<file path="src/rtl/led_pkg.sv">
// Shared encodings for the LED output stage.
package led_pkg;
    // Per-channel behaviour selector.
    typedef enum logic [1:0] {
        ST_OFF  = 2'b00,
        ST_ON   = 2'b01,
        ST_IND  = 2'b10,
        ST_BOTH = 2'b11
    } chan_state_e;

    // Condition applied to all channels while the enable pin is high.
    typedef enum logic [1:0] {
        DIS_LOW   = 2'b00,
        DIS_HIGH  = 2'b01,
        DIS_FLOAT = 2'b10,
        DIS_FLT2  = 2'b11
    } dis_sel_e;
endpackage

</file>
<file path="src/rtl/led_fast_cnt.sv">
// Free-running wrap-around step counter.
// Advances by one on each step strobe. Flags the step that wraps
// from all-ones to zero. Assumes the strobe lasts one clock per step.
module led_fast_cnt #(
    parameter int CNT_W = 8
) (
    input  logic             clk,
    input  logic             rst_n,
    input  logic             step,
    output logic [CNT_W-1:0] count,
    output logic             wrap
);
    localparam logic [CNT_W-1:0] CNT_MAX = '1;

    // Step the counter on each strobe.
    always_ff @(posedge clk) begin
        if (!rst_n)
            count <= '0;
        else if (step)
            count <= count + 1'b1;
    end

    // Flag the step that returns the count to zero.
    always_comb wrap = step && (count == CNT_MAX);

    assert_cnt_step_R1: assert property (@(posedge clk) disable iff (!rst_n)
        step |=> (count == $past(count) + 1'b1));
endmodule

</file>
<file path="src/rtl/led_grp_pwm.sv">
// Shared group waveform generator.
// In dim mode the counter steps on an external strobe. In blink mode it
// steps once per (period+1) blink ticks. The duty is captured at each
// counter wrap. Assumes the strobes last one clock each.
module led_grp_pwm #(
    parameter int CNT_W = 8,
    parameter int PER_W = 8
) (
    input  logic             clk,
    input  logic             rst_n,
    input  logic             blink_mode,
    input  logic             grp_tick,
    input  logic             blink_tick,
    input  logic [PER_W-1:0] period,
    input  logic [CNT_W-1:0] duty,
    output logic             grp_on
);
    logic [PER_W-1:0] pre_cnt;
    logic             g_step;
    logic [CNT_W-1:0] gcnt;
    logic             gwrap;
    logic [CNT_W-1:0] duty_lat;

    // Pick the group step source for the current mode.
    always_comb g_step = blink_mode ? (blink_tick && (pre_cnt >= period)) : grp_tick;

    // Blink prescaler: count blink ticks up to the period limit.
    always_ff @(posedge clk) begin
        if (!rst_n || !blink_mode)
            pre_cnt <= '0;
        else if (blink_tick)
            pre_cnt <= (pre_cnt >= period) ? '0 : pre_cnt + 1'b1;
    end

    led_fast_cnt #(.CNT_W(CNT_W)) u_gcnt (
        .clk   (clk),
        .rst_n (rst_n),
        .step  (g_step),
        .count (gcnt),
        .wrap  (gwrap)
    );

    // Capture the group duty only at a cycle boundary.
    always_ff @(posedge clk) begin
        if (!rst_n)
            duty_lat <= '0;
        else if (gwrap)
            duty_lat <= duty;
    end

    // Group waveform compare.
    always_comb grp_on = gcnt < duty_lat;

    assert_grp_lat_hold_R5: assert property (@(posedge clk) disable iff (!rst_n)
        !gwrap |=> $stable(duty_lat));
    assert_blink_hold_R4: assert property (@(posedge clk) disable iff (!rst_n)
        (blink_mode && !blink_tick) |=> $stable(gcnt));
endmodule

</file>
<file path="src/rtl/led_chan.sv">
// One output channel.
// Captures its duty at the fast-counter wrap and selects the raw level
// by state code. It then applies enable, disabled condition and polarity,
// and registers the result. Assumes a shared fast count and wrap flag.
module led_chan
    import led_pkg::*;
#(
    parameter int CNT_W = 8
) (
    input  logic             clk,
    input  logic             rst_n,
    input  logic [CNT_W-1:0] fcnt,
    input  logic             fwrap,
    input  logic [CNT_W-1:0] duty_in,
    input  chan_state_e      state,
    input  logic             grp_on,
    input  logic             invert,
    input  logic             oe_n,
    input  dis_sel_e         dis_sel,
    output logic             level,
    output logic             drive_en
);
    localparam logic [CNT_W-1:0] CNT_MAX = '1;

    logic [CNT_W-1:0] duty_lat;
    logic             ind_on;
    logic             raw;
    logic             lvl_nx;
    logic             en_nx;

    // Capture the channel duty only at a cycle boundary.
    always_ff @(posedge clk) begin
        if (!rst_n)
            duty_lat <= '0;
        else if (fwrap)
            duty_lat <= duty_in;
    end

    // Individual brightness compare.
    always_comb ind_on = fcnt < duty_lat;

    // Select the raw level by state code.
    always_comb begin
        unique case (state)
            ST_OFF:  raw = 1'b0;
            ST_ON:   raw = 1'b1;
            ST_IND:  raw = ind_on;
            ST_BOTH: raw = ind_on && grp_on;
            default: raw = 1'b0;
        endcase
    end

    // Apply enable, disabled condition and polarity.
    always_comb begin
        if (oe_n) begin
            unique case (dis_sel)
                DIS_LOW:  begin lvl_nx = 1'b0; en_nx = 1'b1; end
                DIS_HIGH: begin lvl_nx = 1'b1; en_nx = 1'b1; end
                default:  begin lvl_nx = 1'b0; en_nx = 1'b0; end
            endcase
        end else begin
            lvl_nx = raw ^ invert;
            en_nx  = 1'b1;
        end
    end

    // Output register.
    always_ff @(posedge clk) begin
        if (!rst_n) begin
            level    <= 1'b0;
            drive_en <= 1'b1;
        end else begin
            level    <= lvl_nx;
            drive_en <= en_nx;
        end
    end

    assert_lat_hold_R5: assert property (@(posedge clk) disable iff (!rst_n)
        !fwrap |=> $stable(duty_lat));
    assert_off_R2: assert property (@(posedge clk) disable iff (!rst_n)
        (state == ST_OFF && !oe_n) |=> (level == $past(invert)));
    assert_on_R2: assert property (@(posedge clk) disable iff (!rst_n)
        (state == ST_ON && !oe_n) |=> (level == !$past(invert)));
    assert_never_full_R1: assert property (@(posedge clk) disable iff (!rst_n)
        (fcnt == CNT_MAX && state == ST_IND && !oe_n && !invert) |=> !level);
    assert_float_R7: assert property (@(posedge clk) disable iff (!rst_n)
        (oe_n && dis_sel[1]) |=> (!drive_en && !level));
endmodule

</file>
<file path="src/rtl/led_pwm_stage.sv">
// Multi-channel LED output stage.
// Uses one shared fast counter, one shared group waveform and NCH
// channels. Register values arrive already stored. The strobes last
// one clock each.
module led_pwm_stage
    import led_pkg::*;
#(
    parameter int NCH   = 4,
    parameter int CNT_W = 8,
    parameter int PER_W = 8
) (
    input  logic                 clk,
    input  logic                 rst_n,
    input  logic                 fast_tick,
    input  logic                 grp_tick,
    input  logic                 blink_tick,
    input  logic                 blink_mode,
    input  logic                 invert,
    input  logic                 oe_n,
    input  logic [1:0]           dis_sel,
    input  logic [CNT_W-1:0]     grp_duty,
    input  logic [PER_W-1:0]     blink_period,
    input  logic [NCH*CNT_W-1:0] chan_duty,
    input  logic [NCH*2-1:0]     chan_state,
    output logic [NCH-1:0]       led_level,
    output logic [NCH-1:0]       led_drive_en
);
    logic [CNT_W-1:0] fcnt;
    logic             fwrap;
    logic             grp_on;

    led_fast_cnt #(.CNT_W(CNT_W)) u_fcnt (
        .clk   (clk),
        .rst_n (rst_n),
        .step  (fast_tick),
        .count (fcnt),
        .wrap  (fwrap)
    );

    led_grp_pwm #(.CNT_W(CNT_W), .PER_W(PER_W)) u_grp (
        .clk        (clk),
        .rst_n      (rst_n),
        .blink_mode (blink_mode),
        .grp_tick   (grp_tick),
        .blink_tick (blink_tick),
        .period     (blink_period),
        .duty       (grp_duty),
        .grp_on     (grp_on)
    );

    for (genvar i = 0; i < NCH; i++) begin : g_ch
        led_chan #(.CNT_W(CNT_W)) u_ch (
            .clk      (clk),
            .rst_n    (rst_n),
            .fcnt     (fcnt),
            .fwrap    (fwrap),
            .duty_in  (chan_duty[i*CNT_W +: CNT_W]),
            .state    (chan_state_e'(chan_state[i*2 +: 2])),
            .grp_on   (grp_on),
            .invert   (invert),
            .oe_n     (oe_n),
            .dis_sel  (dis_sel_e'(dis_sel)),
            .level    (led_level[i]),
            .drive_en (led_drive_en[i])
        );
    end
endmodule

</file>
<file path="config.mk">
export PLATFORM = sky130hd
export DESIGN_NAME = led_pwm_stage
export DESIGN_NICKNAME = d
export VERILOG_FILES = /design/src/rtl/led_pkg.sv /design/src/rtl/led_fast_cnt.sv /design/src/rtl/led_grp_pwm.sv /design/src/rtl/led_chan.sv /design/src/rtl/led_pwm_stage.sv
export SDC_FILE = /design/constraint.sdc
export NUM_CORES = 1
export LEC_CHECK = 0
export BUFFER_PORTS_ARGS = -buffer_cell sky130_fd_sc_hd__buf_2
export CAP_MARGIN = 25
export CELL_PAD_IN_SITES_DETAIL_PLACEMENT = 0
export CELL_PAD_IN_SITES_GLOBAL_PLACEMENT = 1
export CORE_MARGIN = 2
export CORE_UTILIZATION = 45
export DETAILED_ROUTE_END_ITERATION = 7
export PLACE_DENSITY_LB_ADDON = 0.1
export SLEW_MARGIN = 20
export SYNTH_ARGS = -nofsm -noshare
export SYNTH_HDL_FRONTEND = slang
export SYNTH_SLANG_ARGS = --single-unit
</file>
<file path="constraint.sdc">
create_clock -name clk -period 5.35 [get_ports clk]
set_clock_uncertainty 0.15 [all_clocks]
set_input_delay 0.535 -clock clk [delete_from_list [all_inputs] [get_ports clk]]
set_output_delay 0.535 -clock clk [all_outputs]
set_load 0.01 [all_outputs]
</file>
Word level (Yosys, flattened, before mapping)
Index checks and enable logic that the tools add are counted.

cells by class
  mux-type cells = 12
  equal/unequal tests = 15
  add/subtract/negate cells = 3
  bitwise operators = 4
  magnitude comparators = 6
  reduce and logical (&&, ||, !) cells = 17

operator list
  cell                                                             count
  8-bit < comparator                                               5
  8-bit by 1-bit adder with 8-bit output, second input constant    3
  2-bit == test, second input constant                             8
  8-bit == test, second input constant                             2
  1-bit one-hot mux with 4 select lines                            4
  2-bit by 1-bit == test with 1-bit output, second input constant  5
  2-bit zero test                                                  5
  8-bit >= comparator                                              1
  8-bit 2-to-1 mux                                                 1
  1-bit logical AND                                                7
  1-bit 2-to-1 mux                                                 7
  1-bit bitwise XOR                                                4
  1-bit zero test                                                  2
  2-bit AND reduction                                              1
  2-bit OR reduction                                               1
  1-bit logical OR                                                 1

storage, ports and cells
  output and inout port bits = 8
  logic and storage cells = 70
  input bits = 66
  flip-flop bits (word level) = 69

Logic depth before layout (Yosys ltp)
Gate-level depths: netlist of the first run.

  depth after elaboration = 5
  gate-level depth with buffers = 8
  depth with buffers taken out = 7

Cells and area by module
From an unflattened synthesis of the first run, not the netlist that was laid out.

second synthesis, totals
  cell total of the unflattened synthesis = 438
  area total of the unflattened synthesis = 4,122.7 um2

by module, submodules not included
  module        cells an instance  instances  area each (um2)  seq. area each (um2)
  led_chan      60                 4          573.0            200.2
  led_grp_pwm   120                1          1,094.8          320.3
  led_fast_cnt  39                 2          367.9            160.2

Least setup slack after synthesis of the first run
No wires, ideal clock.

  path type = input -> register
  start = input blink_period[4]
  end = register u_grp.u_gcnt.count[0]
  data arrival time = 2,060 ps
  buffers on the path = 1
  required time = 5,079 ps
  setup time = 121 ps
  setup slack = 3,019 ps
  stages = 8
  cell sequence = inv_1 > ha_1 > a21o_1 > a221o_1 > a211oi_4 > buf_6 > nor2_2 > mux2i_1

on the way
  longest elaborated chain between the ends = 3

RTL lines
  what                    RTL line             RTL
  start: declaration      led_pwm_stage.sv:22  input logic [PER_W-1:0] blink_period,
  8-bit >= comparator     led_grp_pwm.sv:25    always_comb g_step = blink_mode ? (blink_tick && (pre_cnt >= period)) : grp_tick;
  1-bit logical AND       led_grp_pwm.sv:25
  1-bit 2-to-1 mux        led_grp_pwm.sv:25
  end signal: assignment  led_fast_cnt.sv:20   count <= count + 1'b1;
  end: declaration        led_fast_cnt.sv:10   output logic [CNT_W-1:0] count,

Every way passes these cells.
A chain may end at the register's enable or synchronous reset.

Final worst setup path of the first run
  start = register u_grp.pre_cnt[4]
  end = register u_grp.duty_lat[7]

on the way
  longest elaborated chain between the ends = 4

RTL lines
  what                      RTL line            RTL
  start: declaration        led_grp_pwm.sv:18   logic [PER_W-1:0] pre_cnt;
  start signal: assignment  led_grp_pwm.sv:32   pre_cnt <= (pre_cnt >= period) ? '0 : pre_cnt + 1'b1;
  8-bit >= comparator       led_grp_pwm.sv:25
  1-bit logical AND         led_grp_pwm.sv:25
  1-bit 2-to-1 mux          led_grp_pwm.sv:25
  1-bit logical AND         led_fast_cnt.sv:24  always_comb wrap = step && (count == CNT_MAX);
  end signal: assignment    led_grp_pwm.sv:48   duty_lat <= duty;
  end: declaration          led_grp_pwm.sv:22   logic [CNT_W-1:0] duty_lat;

Every way passes these cells.

==> summary.md, run 1 <==
| Metric | Value |
|---|---|
| Status | `complete, no violations` |
| Post-synthesis simple-gate area fraction | `0.191` |
| Die height | `about 98 µm` |
| Synth Warn # | `0` |
| Post_cts resized | `0` |
| Slowest stage delay, CP | `roughly 0.52 ns` |
| Antenna diodes | `0` |
| Asr flop ratio synth | `0` |
| Worst path depth | `6` |
| Critical Path AT | `2.48 ns` |
| DRC violations left | `0` |
| I/O Pins | `74` |
| Hold slack | `0.240 ns` |
| Root Buffer | `clkbuf_8` |
| Global route overflow | `0` |
| Setup Buffers After CTS | `0` |
| Grt met3 use | `0.0465` |
| Vias in the first global route | `between 3,000 and 4,000` |
| Initial DRC count | `108` |
| Clock slew at reported path FFs | `roughly 0.070 ns` |
| Vias | `3,347` |
| Post-Synth XOR/XNOR Area | `0.0437` |
| CTS Buf Count | `9` |
| Final setup violation count | `0` |
| WS Path Type | `flip-flop to flip-flop` |
| Worst Path Required | `5.39 ns` |
| Slowest CP cell | `a211oi_4` |
| Worst-skew pair later-pin latency | `0.33 ns` |
| Dpl cell area | `4390 µm²` |
| Rel. slew slack | `0.534` |
| Total Power | `0.00100 W` |
| Routed wire length | `8.43 mm` |
| Slew @ Worst Pin | `0.697 ns` |
| Detailed placement HPWL | `between 6 and 7 mm` |
| Die W | `98.4 µm` |
| Buf/Inv on CP | `0` |
| Hold_buf cts | `0` |
| Die area | `9680 µm²` |
| M1 GR Usage | `0.244` |
| Worst vdd ir | `0.0977 mV` |
| Final Wtd Congestion | `0.758` |
| NumNets Final | `662` |
| Antenna violations before repair | `0` |
| Wire length of the first global-routing pass | `around 14 mm` |
| Synthesized flop and latch total | `69` |
| CTS tree | `built` |
| Syn_area_per_cell | `8.20 µm²` |
| Antenna viol nets, final | `0` |
| Gate Count Post-Synth | `between 400 and 500` |
| # fillers | `864` |
| GRT Overall Usage | `0.176` |
| Worst r2r path cells | `6` |
| Final hold violation count | `0` |
| Initial core utilization | `0.462` |
| Hold WC Path Type | `primary input to flip-flop` |
| Wire per inst | `roughly 13 µm` |
| Post-synthesis sequential area ratio | `0.344` |
| Row count | `34` |
| # clock sinks | `69` |
| Leak pwr | `1.82 nW` |
| Total negative setup slack | `0 ns` |
| Area growth syn-to-layout | `13.8%` |
| Period utilisation layout | `0.455` |
| Max Cap Violations | `0` |
| Mapped Nets | `601` |
| Top FF cell, synth | `dfxtp_1` |
| Adder-cell share of the synthesized area | `0.144` |
| Power density over cell area | `220 nW/µm²` |
| Crit-path cells | `ha_1, a21o_1, a221o_1, a211oi_4, nor4_4, mux2i_1` |
| Post-DR vias/cell | `5.05` |
| Slew Limit Fails | `0` |
| Post-route worst setup slack | `2.92 ns` |
| Commonest non-fill, non-tap cell in the layout | `nand2_1` |
| CP delay by family, top | `compound AO/OA/AOI/OAI gates` |
| Largest family of logic cells by synthesized area | `simple AND/OR/NAND/NOR gates` |
| Port-buffer cells | `73` |
| Final Cell Area | `4560 µm²` |
| Element type at the critical path end | `flip-flop` |
| Met2 Usage GRT | `0.273` |
| Hold Crit Depth | `2` |
| Max Root-Sink Buffers | `2` |
| Cell variety after synth | `45` |
| Top Usage Layer GRT | `met2` |
| Fmax | `411 MHz` |
| Most frequent cells in the layout | `nand2_1 (94), buf_2 (73), dfxtp_1 (69)` |
| Compound-Gate Fraction of Synth Area | `0.148` |
| Post-synth EDFFs | `0` |
| Setup WS pre-CTS | `2.60 ns` |
| Drt pass-1 iters | `5` |
| Share of cells above drive strength 1 | `0.177` |
| H-tree depth | `3` |
| RSZ-0062 raised after global routing | `false` |
| Critical path fanouts, max | `14` |
| Tmin final | `2.43 ns` |
| CP Launch Type | `flip-flop` |
| Cell area after synthesis | `around 4000 µm²` |
| Core Region | `8680 µm²` |
| Largest net degree at the start of global routing | `48` |
| Mux contribution to synthesized area | `0.0452` |
## synthesized netlist by cell type, types with 5 or more instances
cell	n	share of area
nand2b_1	9	0.014
or3_1	5	0.0078
xor2_1	8	0.017
a21o_1	5	0.0094
dfxtp_1	69	0.34
nand4_1	10	0.016
buf_4	8	0.015
inv_1	50	0.047
nand2_1	94	0.088
mux2i_1	17	0.042
clkbuf_1	13	0.012
nor2_1	21	0.020
nand3_1	5	0.0062
ha_1	46	0.14
a21oi_1	57	0.071
xnor2_1	12	0.026
o21ai_0	12	0.015
## routing by layer
layer / vias to the layer above / routed length [µm]
met5: - / 0
met4: 0 / 48
met3: 4 / 383
met2: 70 / 3680
met1: 1497 / 4320
li1: 1776 / -
## path summary, 6_finish.rpt
| check | startpoint | to | slack [ns] |
|---|---|---|---|
| setup reg to reg | u_grp.pre_cnt[4] | u_grp.duty_lat[7] | 2.92 |
| hold / removal | oe_n | g_ch[1].u_ch.drive_en | 0.24 |
| setup / recovery | u_grp.pre_cnt[4] | u_grp.duty_lat[7] | 2.92 |
| hold reg to reg | g_ch[3].u_ch.duty_lat[7] | g_ch[3].u_ch.duty_lat[7] | 0.30 |
## per-stage QoR
stage / utilization / instances
CTS: 0.526 / 663
global placement: 0.504 / 646
global route: 0.526 / 663
detailed placement: 0.506 / 647
floorplan: - / 489
finish: 0.526 / 663
## registers in the layout (all words and copies together), names as in the netlist
| signal | count |
|---|---|
| g_ch.u_ch.duty_lat | 32 |
| u_fcnt.count | 8 |
| u_grp.duty_lat | 8 |
| u_grp.pre_cnt | 8 |
| u_grp.u_gcnt.count | 8 |
| g_ch.u_ch.level | 4 |
| g_ch.u_ch.drive_en | 1 |
## power breakdown
part | leakage (nW) | internal, W | switching, W
Clock | 0.0877 | 0.000194 | 0.000189
Sequential | 0.557 | 0.000520 | 0.00000622
Combinational | 1.17 | 0.0000456 | 0.0000483
## cells by family after synthesis
kind of cell | Yosys count
simple gates | 163
mux | 18
compound gates | 97
flops | 69
xor+xnor | 20
fa+ha+maj | 46
buf+inv | 76
## layout make-up
class / count / area, µm² / share of cell area
clock buffer: 15 / 166 / 0.0365
clock inverter: 1 / 5.00 / 0.00110
inverter: 50 / 188 / 0.0411
multi-input combinational: 344 / 2290 / 0.502
sequential: 69 / 1380 / 0.303
tap: 108 / 135 / 0.0296
timing repair buffer: 76 / 395 / 0.0866
(Power assumes the default switching activity.)
==> run 2, diff against run 1 <==
--- a/config.mk
+++ b/config.mk
@@ -10,7 +10,7 @@
 export CELL_PAD_IN_SITES_DETAIL_PLACEMENT = 0
 export CELL_PAD_IN_SITES_GLOBAL_PLACEMENT = 1
 export CORE_MARGIN = 2
-export CORE_UTILIZATION = 45
+export CORE_UTILIZATION = 37
 export DETAILED_ROUTE_END_ITERATION = 7
 export PLACE_DENSITY_LB_ADDON = 0.1
 export SLEW_MARGIN = 20
==> constraint.sdc (replaced) <==
create_clock -name clk -period 2.1 [get_ports clk]
set_clock_uncertainty 0.15 [all_clocks]
set_input_delay 0.21 -clock clk [delete_from_list [all_inputs] [get_ports clk]]
set_output_delay 0.21 -clock clk [all_outputs]
set_load 0.01 [all_outputs]
==> run 2 against run 1 <==
Sequential share of layout area is 5.0 points lower. First-iteration DRC count shrank 1.9%. Combinational power increased to 3.7 times the previous value. Non-clock buffer count is 72 higher. Worst hold slack worse by 0.21 ns. Via count rose by 8.9%. Die area up 21%. Sequential power rose to 2.5 times the previous value. Routed wire length grew 13%. Clock-buffer cell count is 2 lower. Cell area grew 21%. Maximum frequency up 16%.
==> summary.md, run 2 (synthesized netlist as in run 1, its figures left out) <==
| Metric | Value |
|---|---|
| Status | `complete, no violations` |
| Port-buffer cells | `73` |
| Final hold violation count | `0` |
| Most frequent cells in the layout | `nand2_1 (94), buf_2 (73), dfxtp_1 (60)` |
| Routed wire length | `between 9 and 10 mm` |
| Core Region | `10,700 µm²` |
| Total Power | `0.00308 W` |
| Net Sw Frac | `0.218` |
| Dpl cell area | `4630 µm²` |
| Max reg flops | `32` |
| I/O Pins | `74` |
| Detailed placement HPWL | `6.78 mm` |
| Element type at the critical path end | `flip-flop` |
| Tmin final | `about 2.1 ns` |
| Hold slack | `0.0271 ns` |
| Wire length of the first global-routing pass | `between 15 and 20 mm` |
| Critical path fanouts, max | `6` |
| Clock slew at reported path FFs | `0.08 ns` |
| CP Launch Type | `flip-flop` |
| DP Cell Count | `705` |
| Top reg by flops | `g_ch.u_ch.duty_lat` |
| Die area | `approximately 12,000 µm²` |
| Worst vdd ir | `0.303 mV` |
| CTS tree | `built` |
| Rel. slew slack | `0.586` |
| Commonest non-fill, non-tap cell in the layout | `nand2_1` |
| Die W | `approximately 110 µm` |
| Initial core utilization | `0.375` |
| Crit-path cells | `ha_4, a21o_1, a221o_1, a211oi_4, buf_12, nor4_4, buf_4, mux2i_1` |
| Logic pwr share | `0.112` |
| RSZ-0062 raised after global routing | `true` |
| Period utilisation layout | `0.996` |
| GRT Overall Usage | `0.170` |
| Worst-skew pair later-pin latency | `0.34 ns` |
| Final Cell Area | `5520 µm²` |
| Fmax | `478 MHz` |
| Initial DRC count | `106` |
| Sequential share of power | `0.435` |
| WS Path Type | `flip-flop to flip-flop` |
| Slowest CP cell | `a221o_1` |
| # clock sinks | `69` |
| Row count | `38` |
| Slew Limit Fails | `0` |
| Share of cells above drive strength 1 | `0.250` |
| Antenna diodes | `0` |
| Largest net degree at the start of global routing | `47` |
| Antenna violations before repair | `0` |
| NumNets Final | `between 700 and 800` |
| Internal | `0.00241 W` |
| H-tree depth | `3` |
| Worst Path Required | `2.19 ns` |
| Power density over cell area | `559 nW/µm²` |
| Vias in the first global route | `3,434` |
| Leak pwr | `2.20 nW` |
| Sw Pwr | `between 0.0006 and 0.0007 W` |
| Post-DR vias/cell | `about 4.8` |
| Final Core Density | `0.516` |
| Wire per inst | `12.4 µm` |
| DRC violations left | `0` |
| Hold WC Path Type | `primary input to flip-flop` |
| Drt pass-1 iters | `4` |
| Clk network pwr share | `0.453` |
| CTS Buf Count | `9` |
| Final Wtd Congestion | `approximately 0.75` |
| Max Root-Sink Buffers | `2` |
| Final cell count without fillers | `767` |
| Vias | `3,645` |
| Global route overflow | `0` |
| Slew @ Worst Pin | `0.603 ns` |
| Critical Path AT | `2.18 ns` |
| Area growth syn-to-layout | `37.5%` |
| Die height | `about 110 µm` |
| Root Buffer | `clkbuf_8` |
| Final setup violation count | `0` |
| Max Cap Violations | `0` |
| Antenna viol nets, final | `0` |
| Slowest stage delay, CP | `0.39 ns` |
## run 2: cell types whose count changed in the layout (fill, tap and decap cells not counted), moves of 5 or more
cell / previous run / this run
dlygate4sd3_1: 0 / 42
buf_4: 2 / 28
dfxtp_1: 69 / 60
dfxtp_2: 0 / 9
ha_1: 46 / 39
ha_4: 0 / 5
## run 2: routing by layer
layer,part of all wire,GRT usage,up-vias
met4,0.021,0.0668,0
met1,0.50,0.220,1655
met2,0.44,0.278,57
met5,0,0,-
li1,-,-,1918
met3,0.037,0.0332,15
## run 2: timing repair
| item | 4_1_cts | 5_1_grt |
|---|---|---|
| gates cloned | 0 | 1 |
| gates resized for setup | 16 | 18 |
| hold endpoints to repair | 41 | 0 |
| hold buffers | 42 | 0 |
| pin swaps | 8 | 11 |
| endpoints found under the setup margin | 17 | 26 |
| buffers inserted | 2 | 2 |
## run 2: final timing paths
check | startpoint | slack, ns | end | depth (start not counted)
max reg2reg | u_grp.pre_cnt[4] | 0.008 | u_grp.duty_lat[4] | 8
min reg2reg | u_grp.duty_lat[3] | 0.31 | u_grp.duty_lat[3] | 2
max | u_grp.pre_cnt[4] | 0.008 | u_grp.duty_lat[4] | 8
min | chan_state[2] | 0.03 | g_ch[1].u_ch.level | 3
## run 2: area by class of cell
| class | count | area [µm²] |
|---|---|---|
| tap | 140 | 175 |
| clock inverter | 3 | 90.1 |
| sequential | 69 | 1390 |
| clock buffer | 13 | 169 |
| inverter | 50 | 188 |
| timing repair buffer | 148 | 1070 |
| fill | 1043 | 5180 |
| multi-input combinational | 344 | 2430 |
## run 2: per-stage QoR
| step | worst slack (ns) | TNS [ns] |
|---|---|---|
| final | 0.00767 | 0 |
| after global routing | -0.0701 | -0.661 |
| after detailed placement | -0.143 | -1.92 |
| after global placement | -0.114 | -1.42 |
| after CTS | -0.0176 | -0.0405 |
| after floorplan | 0.0125 | 0 |
## run 2: critical path, delay by kind of cell, from the launching register on
kind / cells / cell delay (ns)
and+or+nand+nor: 1 / 0.04
buffers and inverters: 2 / 0.33
muxes: 1 / 0.12
DFF: 1 / 0.34
AOI/OAI and AO/OA: 3 / 0.81
adders and majority gates: 1 / 0.21
## run 2: power groups by stage
| stage | registers, W | clock network [W] | logic [W] |
|---|---|---|---|
| floorplan | 0.00136 | 0 | 0.000156 |
| global placement | 0.00137 | 0 | 0.000259 |
| detailed placement | 0.00137 | 0 | 0.000263 |
| CTS | 0.00134 | 0.00144 | 0.000334 |
| global route | 0.00134 | 0.00149 | 0.000386 |
| finish | 0.00134 | 0.00140 | 0.000347 |
